$ cat src/rtl/hb_prot_pkg.sv
package hb_prot_pkg;

    typedef enum logic [1:0] {
        MODE_CUTOFF  = 2'd0,
        MODE_PREBIAS = 2'd1,
        MODE_RUN     = 2'd2
    } hb_mode_e;

    localparam logic [1:0] THERM_SD_EXT  = 2'd2;
    localparam logic [1:0] THERM_SD_CHIP = 2'd3;

endpackage

$ cat src/rtl/hb_sync.sv
module hb_sync #(
    parameter int WIDTH = 1
) (
    input  logic             clk,
    input  logic             rst_n,
    input  logic [WIDTH-1:0] din,
    output logic [WIDTH-1:0] dout
);
    logic [WIDTH-1:0] meta_q;
    logic [WIDTH-1:0] sync_q;

    always_ff @(posedge clk or negedge rst_n) begin
        if (!rst_n) begin
            meta_q <= '0;
            sync_q <= '0;
        end else begin
            meta_q <= din;
            sync_q <= meta_q;
        end
    end

    assign dout = sync_q;
endmodule

$ cat src/rtl/hb_ramp.sv
module hb_ramp #(
    parameter int RAMP_MAX = 1000,
    parameter int RATE     = 1,
    parameter int LVL_W    = 10
) (
    input  logic             clk,
    input  logic             rst_n,
    input  logic             dn,
    input  logic             zap,
    output logic [LVL_W-1:0] level
);
    localparam logic [LVL_W:0]   TOP_W  = (LVL_W+1)'(RAMP_MAX);
    localparam logic [LVL_W:0]   STEP_W = (LVL_W+1)'(RATE);
    localparam logic [LVL_W-1:0] STEP_N = LVL_W'(RATE);

    logic [LVL_W-1:0] lvl_d, lvl_q;
    logic [LVL_W:0]   sum;

    always_comb begin
        sum = {1'b0, lvl_q} + STEP_W;
        if (zap) begin
            lvl_d = '0;
        end else if (dn) begin
            lvl_d = (lvl_q >= STEP_N) ? (lvl_q - STEP_N) : '0;
        end else if (sum > TOP_W) begin
            lvl_d = TOP_W[LVL_W-1:0];
        end else begin
            lvl_d = sum[LVL_W-1:0];
        end
    end

    always_ff @(posedge clk or negedge rst_n) begin
        if (!rst_n) lvl_q <= '0;
        else        lvl_q <= lvl_d;
    end

    assign level = lvl_q;
endmodule

$ cat src/rtl/hb_softstop.sv
module hb_softstop #(
    parameter int SSD_MAX = 16
) (
    input  logic clk,
    input  logic rst_n,
    input  logic arm,
    input  logic quiet,
    output logic stop
);
    localparam int SS_W = $clog2(SSD_MAX + 1);
    localparam logic [SS_W-1:0] LAST = SS_W'(SSD_MAX - 1);

    logic [SS_W-1:0] cnt_d, cnt_q;

    always_comb begin
        stop  = arm && (quiet || (cnt_q == LAST));
        cnt_d = (arm && !stop) ? cnt_q + 1'b1 : '0;
    end

    always_ff @(posedge clk or negedge rst_n) begin
        if (!rst_n) cnt_q <= '0;
        else        cnt_q <= cnt_d;
    end
endmodule

$ cat src/rtl/hb_prot_seq.sv
module hb_prot_seq
    import hb_prot_pkg::*;
#(
    parameter int N_CH     = 2,
    parameter int N_SUP    = 2,
    parameter int RAMP_MAX = 1000,
    parameter int TH_LO    = 300,
    parameter int TH_HI    = 700,
    parameter int RATE     = 1,
    parameter int SSD_MAX  = 16,
    parameter int RST_MIN  = 25
) (
    input  logic              clk,
    input  logic              rst_n,
    input  logic [2*N_CH-1:0] oc_flag,
    input  logic              ext_sd,
    input  logic              latch_mode,
    input  logic              rst_req,
    input  logic [N_SUP-1:0]  sup_ok,
    input  logic [1:0]        therm_code,
    input  logic              quiet_pt,
    output logic [1:0]        mode,
    output logic              gate_en,
    output logic              fault_n
);
    localparam int LVL_W  = $clog2(RAMP_MAX + 1);
    localparam int CNT_W  = $clog2(RST_MIN + 1);
    localparam int N_OC   = 2 * N_CH;
    localparam int SYNC_W = N_OC + 3 + N_SUP + 2;
    localparam logic [LVL_W-1:0] LO_L   = LVL_W'(TH_LO);
    localparam logic [LVL_W-1:0] HI_L   = LVL_W'(TH_HI);
    localparam logic [CNT_W-1:0] RMIN_L = CNT_W'(RST_MIN);

    typedef struct packed {
        logic             ocl;
        logic             armed;
        logic             gate;
        hb_mode_e         mode;
        logic             fault_n;
        logic [CNT_W-1:0] rcnt;
    } seq_st_t;

    seq_st_t st_d, st_q;

    logic [N_OC-1:0]  oc_s;
    logic             ext_s, latch_s, rst_s;
    logic [N_SUP-1:0] sup_s;
    logic [1:0]       therm_s;
    logic [LVL_W-1:0] lvl;
    logic             lo_zone, hi_zone, hot_s, trip, kill, rst_done, ramp_dn, ramp_zap;
    logic             ss_arm, ss_stop;

    hb_sync #(.WIDTH(SYNC_W)) u_sync (
        .clk  (clk),
        .rst_n(rst_n),
        .din  ({oc_flag, ext_sd, latch_mode, rst_req, sup_ok, therm_code}),
        .dout ({oc_s, ext_s, latch_s, rst_s, sup_s, therm_s})
    );

    hb_ramp #(.RAMP_MAX(RAMP_MAX), .RATE(RATE), .LVL_W(LVL_W)) u_ramp (
        .clk  (clk),
        .rst_n(rst_n),
        .dn   (ramp_dn),
        .zap  (ramp_zap),
        .level(lvl)
    );

    hb_softstop #(.SSD_MAX(SSD_MAX)) u_ss (
        .clk  (clk),
        .rst_n(rst_n),
        .arm  (ss_arm),
        .quiet(quiet_pt),
        .stop (ss_stop)
    );

    always_comb begin
        lo_zone  = (lvl < LO_L);
        hi_zone  = (lvl >= HI_L);
        hot_s    = (therm_s == THERM_SD_EXT) || (therm_s == THERM_SD_CHIP);
        trip     = (|oc_s) && st_q.gate;
        kill     = trip || st_q.ocl || !(&sup_s) || hot_s;
        rst_done = (st_q.rcnt >= RMIN_L);
        ramp_zap = latch_s && rst_s;
        ramp_dn  = ext_s || (!latch_s && st_q.ocl);
        ss_arm   = st_q.gate && !hi_zone;

        st_d = st_q;

        if (rst_s) st_d.rcnt = (st_q.rcnt == RMIN_L) ? st_q.rcnt : st_q.rcnt + 1'b1;
        else       st_d.rcnt = '0;

        if (latch_s && rst_done && lo_zone) st_d.armed = 1'b1;

        if (trip) begin
            st_d.ocl = 1'b1;
        end else if (st_q.ocl && lo_zone && (!latch_s || rst_done)) begin
            st_d.ocl = 1'b0;
        end

        if (kill) begin
            st_d.gate = 1'b0;
        end else if (st_q.gate) begin
            st_d.gate = !ss_stop;
        end else begin
            st_d.gate = hi_zone && !ext_s && (!latch_s || st_q.armed);
        end

        if (st_d.gate)    st_d.mode = MODE_RUN;
        else if (lo_zone) st_d.mode = MODE_CUTOFF;
        else              st_d.mode = MODE_PREBIAS;

        st_d.fault_n = st_d.gate;
    end

    always_ff @(posedge clk or negedge rst_n) begin
        if (!rst_n) begin
            st_q <= '{ocl: 1'b0, armed: 1'b0, gate: 1'b0, mode: MODE_CUTOFF,
                      fault_n: 1'b0, rcnt: '0};
        end else begin
            st_q <= st_d;
        end
    end

    assign mode    = st_q.mode;
    assign gate_en = st_q.gate;
    assign fault_n = st_q.fault_n;
endmodule

$ cat config.mk
export PLATFORM = sky130hd
export DESIGN_NAME = hb_prot_seq
export DESIGN_NICKNAME = d
export VERILOG_FILES = /design/src/rtl/hb_prot_pkg.sv /design/src/rtl/hb_sync.sv /design/src/rtl/hb_ramp.sv /design/src/rtl/hb_softstop.sv /design/src/rtl/hb_prot_seq.sv
export SDC_FILE = /design/constraint.sdc
export NUM_CORES = 1
export LEC_CHECK = 0
export ABC_CLOCK_PERIOD_IN_PS = 5200
export CAP_MARGIN = 30
export CORE_MARGIN = 2
export CORE_UTILIZATION = 55
export DETAILED_ROUTE_END_ITERATION = 7
export PLACE_DENSITY = 0.76
export RECOVER_POWER = 50
export SLEW_MARGIN = 25
export SYNTH_ARGS = -nofsm -noshare
export SYNTH_HDL_FRONTEND = slang
export SYNTH_SLANG_ARGS = --single-unit
export TNS_END_PERCENT = 5
$ cat constraint.sdc
create_clock -name clk -period 5.2 [get_ports clk]
set_input_delay 1.56 -clock clk [delete_from_list [all_inputs] [get_ports clk]]
set_output_delay 1.56 -clock clk [all_outputs]
set_load 0.02 [all_outputs]
==> results of run 1 <==
[final timing paths]
kind / start / end / slack (ns) / cells after the start
max: rst_n / u_ramp.level[7]$_DFF_PN0_ / 2.06 / 1
min: u_sync.meta_q[6]$_DFF_PN0_ / u_sync.dout[6]$_DFF_PN0_ / 0.35 / 0
max reg2reg: u_ramp.level[0]$_DFF_PN0_ / u_ramp.level[3]$_DFF_PN0_ / 2.55 / 8
min reg2reg: u_sync.meta_q[6]$_DFF_PN0_ / u_sync.dout[6]$_DFF_PN0_ / 0.35 / 0
max in group clk: fault_n$_DFF_PN0_ / mode[1] / 2.26 / 1
min in group asynchronous: rst_n / u_sync.dout[6]$_DFF_PN0_ / 1.90 / 1
[cell usage in the layout, fill, tap and decap left out, drive strengths merged, types with 2 or more instances in the layout]
cell and n:
a21oi 8, o211ai 2, or3 3, and3 3
a221oi 3, o41ai 2, clkbuf 7, ha 9
nand3b 2, xor2 7, a211oi 2, nand4 3
nand2 19, nor2b 2, inv 7, nor3 7
nor4 2, a31o 2, clkdlybuf4s50 15, nand3 11
nor2 19, dfrtp 44, and2 7, a2bb2oi 2
xnor2 5, o21ai 6, nand4b 2, and4 3
[flip-flops by register name, summed over array words and instances (netlist names)]
register       cells
u_ramp.level      10
u_sync.dout       10
u_sync.meta_q     10
st_q               7
u_ss.cnt_q         5
fault_n            1
mode               1
[kinds of logic after synthesis]
| family | after synthesis | share of synthesized area [%] |
|---|---|---|
| simple gates | 88 | 21.19 |
| compound gates | 39 | 15.24 |
| flops | 44 | 48.06 |
| buf+inv | 23 | 5.570 |
| fa+ha+maj | 9 | 4.915 |
| mux | 1 | 0.4369 |
| xor+xnor | 12 | 4.588 |
[Yosys cell counts, drive strengths merged, types with 6 or more instances]
library cell	instances	share of area, %
buf	11	3.5
xor2	7	2.7
inv	7	1.1
and2	7	1.9
nand3	11	2.6
nand2	19	3.4
nor3	7	1.5
a21oi	8	1.7
o21ai	6	1.3
nor2	19	3.2
ha	9	4.9
dfrtp	44	48
[final cells by class]
cell class / count / share of cell area, %
clock buffers: 6 / 2.909
clock inverters: 2 / 0.6520
inverters: 7 / 1.053
multi-input cells: 149 / 42.58
flip-flops and latches: 44 / 44.13
well taps: 50 / 2.508
repair buffers: 16 / 6.169
[per-layer routing]
metal  up-vias  wire length (µm)  share of wire (%)  GRT usage (%)
li1        775                 -                  -              -
met5         -                 0                  0              0
met2        41              1842                 47          33.53
met4         0                29               0.74          6.000
met3         4               187                4.8          3.896
met1       744              1841                 47          25.86
[through the flow]
step / worst slack [ns] / total power (µW) / utilization [%]
floorplan: 2.785 / 707.5 / -
global placement: 2.589 / 744.6 / 60.18
detailed placement: 2.572 / 753.0 / 60.18
CTS: 2.237 / 965.8 / 62.40
global route: 1.556 / 1024 / 62.37
finish: 2.062 / 955.8 / 62.37
[power groups by stage]
stage	combinational [µW]	clock, µW	sequential, µW
after global placement	253	0	491
after CTS	262	218	486
after detailed placement	260	0	493
after global routing	293	231	500
after floorplan	289	0	418
final	258	210	487
==> results.sh, run 1 <==
export IMPL_outcome="finished, violations left"
export IMPL_violations="max-capacitance violations, max-slew violations"
export IMPL_multiInputGateArea_um2=1062
export IMPL_combPwrFrac_pct=27.0
export IMPL_async_flop_share_pct=100.0
export IMPL_drive_above_1_share_pct=9.821
export IMPL_rsz0062_at_grt="false"
export IMPL_p_seq_share_pct=51.0
export IMPL_synth_ff_type="dfrtp_1"
export IMPL_grt_overflow_total=0
export IMPL_dieArea_um2=4698
export IMPL_cts_sinks=44
export IMPL_worstMarginPinSlew_ns=2.177
export IMPL_clk_latency_ns=0.29
export IMPL_syn_num_nets=239
export IMPL_power_share_switching_pct=36.65
export IMPL_synth_distinct_cells=57
export IMPL_cts_setup_buffers=0
export IMPL_fin_crit_ns=3.138
export IMPL_netlist_instances=216
export IMPL_cts_buffer_depth=2
export IMPL_drc=0
export IMPL_drtIter0Drc=100
export IMPL_crit_buf_inv=1
export IMPL_fin_hold_ws_ns=0.3455
export IMPL_numPortBuffers=16
export IMPL_regArea_um2=1101
export IMPL_crit_path_cell_trace="clkbuf_1"
export IMPL_maxSlewHeadroom_pct=-45.12
export IMPL_fp_dieH_um=68.54
export IMPL_pin_count=18
export IMPL_cts_resized=0
export IMPL_tritoncts="built"
export IMPL_synth_area_per_cell_um2=10.61
export IMPL_wl_mm=3.901
export IMPL_internal_power_uw=605.5
export IMPL_cellLeakagePower_uw=0.001060
export IMPL_final_hold_violation_count=0
export IMPL_ir_worst_vdd_v=0.0002158
export IMPL_n_fill_cell=345
export IMPL_tns_ns=0
export IMPL_yosysWarningCount=0
export IMPL_placedCellCount=266
export IMPL_root_buffer="clkbuf_8"
export IMPL_finalWeightedCongestion=0.8272
export IMPL_syn2layout_area_growth_pct=8.902
export IMPL_fp_coreArea_um2=4000
export IMPL_power_density_nw_per_um2=383.1
export IMPL_numCtsBuffers=5
export IMPL_max_stage_delay_ns=1.53
export IMPL_wl_per_cell_um=14.24
export IMPL_first_pass_iters=4
export IMPL_worstSetupEndpointType="async pin"
export IMPL_ys_ff_latch=44
export IMPL_postPlaceCellArea_um2=2407
export IMPL_via_per_inst=5.708
export IMPL_ctsHoldBuffers=0
export IMPL_dp_hpwl_mm=2.668
export IMPL_skew_ns=0.008692
export IMPL_synth_yosys_seq_area_share_pct=48.06
export IMPL_timing_critical_path_from_type="input pin"
export IMPL_synth_edff_count=0
export IMPL_clkPwrFrac_pct=22.0
export IMPL_crit_fanout=44
export IMPL_diodes=0
export IMPL_max_cap_violations=1
export IMPL_cp_required_ns=5.16
export IMPL_start_util_pct=57.27
export IMPL_finalInstanceArea_um2=2495
export IMPL_min_period_over_period_pct=60.35
export IMPL_criticalPathCategory="in2async"
export IMPL_num_rows=23
export IMPL_critPathTopFamily="buffers and inverters"
export IMPL_ant_nets=0
export IMPL_clk_pin_slew_worst_paths_ns=0.09
export IMPL_crit_arrival_ns=3.10
export IMPL_die_w_um=68.54
export IMPL_fmax_mhz=318.7
export IMPL_via_count=1564
export IMPL_drv_slew=45
export IMPL_htree_levels=2
export IMPL_finalSetupViolations=0
export IMPL_grt_pass1_wl_mm=6.893
export IMPL_grt_max_degree=45
export IMPL_p_switching_uw=350.3
export IMPL_grt_pass1_vias=1513
export IMPL_track_usage_pct=19.85
export IMPL_fin_cells=274
export IMPL_hp_class="reg2reg"
export IMPL_slowest_stage="clkbuf_1"
export IMPL_antenna_found_initial=0
export IMPL_synth_area_um2=2291
export IMPL_nets=246
Note: power is estimated with default switching activity, not from simulation.
==> run 2, diff against run 1 <==
- ABC_CLOCK_PERIOD_IN_PS: 5200 -> 2750
- CORE_UTILIZATION: 55 -> 52
- PLACE_DENSITY: 0.76 -> 0.75
- clock period: 5.2 -> 2.75 ns (I/O delays scaled with it)
==> results.sh, run 2 (same netlist as run 1, synthesis figures left out) <==
export IMPL_drtIter0Drc=124
export IMPL_final_common_cell="dfrtp_1"
export IMPL_rsz0062_at_grt="false"
export IMPL_criticalPathCategory="reg2reg"
export IMPL_dieArea_um2=4953
export IMPL_worstSetupEndpointType="register"
export IMPL_drive_above_1_share_pct=14.41
export IMPL_cellLeakagePower_uw=0.001142
export IMPL_grt_overflow_total=0
export IMPL_numPortBuffers=16
export IMPL_diodes=0
export IMPL_worstMarginPinSlew_ns=1.036
export IMPL_start_util_pct=53.35
export IMPL_min_period_over_period_pct=87.13
export IMPL_final_hold_violation_count=0
export IMPL_via_count=1627
export IMPL_fin_crit_ns=2.396
export IMPL_track_usage_pct=18.46
export IMPL_fp_coreArea_um2=4294
export IMPL_cts_buffer_depth=2
export IMPL_drv_slew=0
export IMPL_antenna_found_initial=0
export IMPL_numCtsBuffers=5
export IMPL_first_pass_iters=4
export IMPL_tritoncts="built"
export IMPL_wl_per_cell_um=14.65
export IMPL_power_density_nw_per_um2=762.3
export IMPL_hold_path_depth=0
export IMPL_reg2reg_depth=9
export IMPL_root_buffer="clkbuf_8"
export IMPL_skew_ns=0.01166
export IMPL_n_fill_cell=362
export IMPL_maxSlewHeadroom_pct=30.91
export IMPL_finalWeightedCongestion=0.8287
export IMPL_dp_hpwl_mm=2.964
export IMPL_hp_class="reg2reg"
export IMPL_nets=258
export IMPL_max_stage_delay_ns=0.44
export IMPL_grt_max_degree=21
export IMPL_crit_arrival_ns=2.55
export IMPL_syn2layout_area_growth_pct=14.20
export IMPL_clk_latency_ns=0.29
export IMPL_crit_path_frequent_cell="buf_4"
export IMPL_clk_pin_slew_worst_paths_ns=0.08
export IMPL_dp_slack_ns=0.3527
export IMPL_timing_critical_path_from_type="register"
export IMPL_wl_mm=4.218
export IMPL_grt_pass1_vias=1602
export IMPL_ctsHoldBuffers=0
export IMPL_die_w_um=70.38
export IMPL_num_rows=24
export IMPL_via_per_inst=5.649
export IMPL_crit_fanout=11
export IMPL_total_power_uw=1994
export IMPL_ir_worst_vdd_v=0.0004582
export IMPL_slowest_stage="o41ai_4"
export IMPL_ant_nets=0
export IMPL_crit_path_cell_trace="buf_4 -> inv_1 -> ha_1 -> nand2_1 -> or3_1 -> nand3b_1 -> o41ai_4 -> buf_4 -> a221oi_2"
export IMPL_cts_sinks=44
export IMPL_max_cap_violations=0
export IMPL_tns_ns=0
export IMPL_htree_levels=2
export IMPL_timing_final_ws_setup_ns=0.3538
export IMPL_drc=0
export IMPL_cts_setup_buffers=0
export IMPL_pin_count=18
export IMPL_fin_hold_ws_ns=0.3521
export IMPL_fp_dieH_um=70.38
export IMPL_cp_required_ns=2.90
export IMPL_grt_pass1_wl_mm=7.293
export IMPL_outcome="finished, final reports clean"
export IMPL_cts_resized=0
export IMPL_postPlaceCellArea_um2=2500
export IMPL_finalInstanceArea_um2=2616
export IMPL_finalSetupViolations=0
export IMPL_final_cell_mix="44 x dfrtp_1, 18 x nor2_1, 18 x nand2_1, 11 x buf_4"
export IMPL_fmax_mhz=417.3
-- run 2: changes by cell type in the layout (fill, tap and decap cells not counted), sizes merged --
cell	change
buf	+11
clkdlybuf4s50	-10
dlygate4sd3	+10
bufinv	+1
clkbuf	+1
clkinvlp	-1
-- run 2: final timing paths --
path	from	endpoint	slack [ns]
worst max-delay path	u_ramp.level[0]$_DFF_PN0_	u_ramp.level[9]$_DFF_PN0_	0.35
worst min-delay path	u_sync.meta_q[4]$_DFF_PN0_	u_sync.dout[4]$_DFF_PN0_	0.35
worst max register to register	u_ramp.level[0]$_DFF_PN0_	u_ramp.level[9]$_DFF_PN0_	0.35
worst min register to register	u_sync.meta_q[4]$_DFF_PN0_	u_sync.dout[4]$_DFF_PN0_	0.35
max in group asynchronous	rst_n	st_q[4]$_DFFE_PN0P_	1.00
min in group asynchronous	rst_n	u_ramp.level[1]$_DFF_PN0_	0.69
-- run 2: power by group --
part	total (µW)	internal, µW	switching, µW
Combinational	655	289	366
Sequential	835	728	107
Clock	504	297	207
Total	1990	1310	680
-- run 2: final cells by class --
type                    count  area [µm²]  area share (%)
inverters                   7       26.28           1.004
multi-input cells         149        1062           40.60
clock inverters             2       38.79           1.483
flip-flops and latches     44        1101           42.09
well taps                  52       65.06           2.487
repair buffers             28       240.2           9.182
clock buffers               6       82.58           3.156
-- run 2: layer usage --
metal  up-vias  track usage [%]  wire [µm]
met5         -                0          0
met4         0            4.701         34
met3         4            3.463        152
met2        33            29.56       2074
met1       785            25.95       1956
li1        805                -          -
-- run 2: metrics by stage --
step,utilization [%],cells
finish,60.93,288
global placement,58.22,280
global route,60.93,288
floorplan,-,216
CTS,61.04,288
detailed placement,58.22,280
-- run 2: critical path: cells and delay by family (launching register included) --
kind / cells / cell delay [ns]
simple gates: 3 / 0.69
flops: 1 / 0.39
compound gates: 2 / 0.48
buf+inv: 3 / 0.51
fa+ha+maj: 1 / 0.20
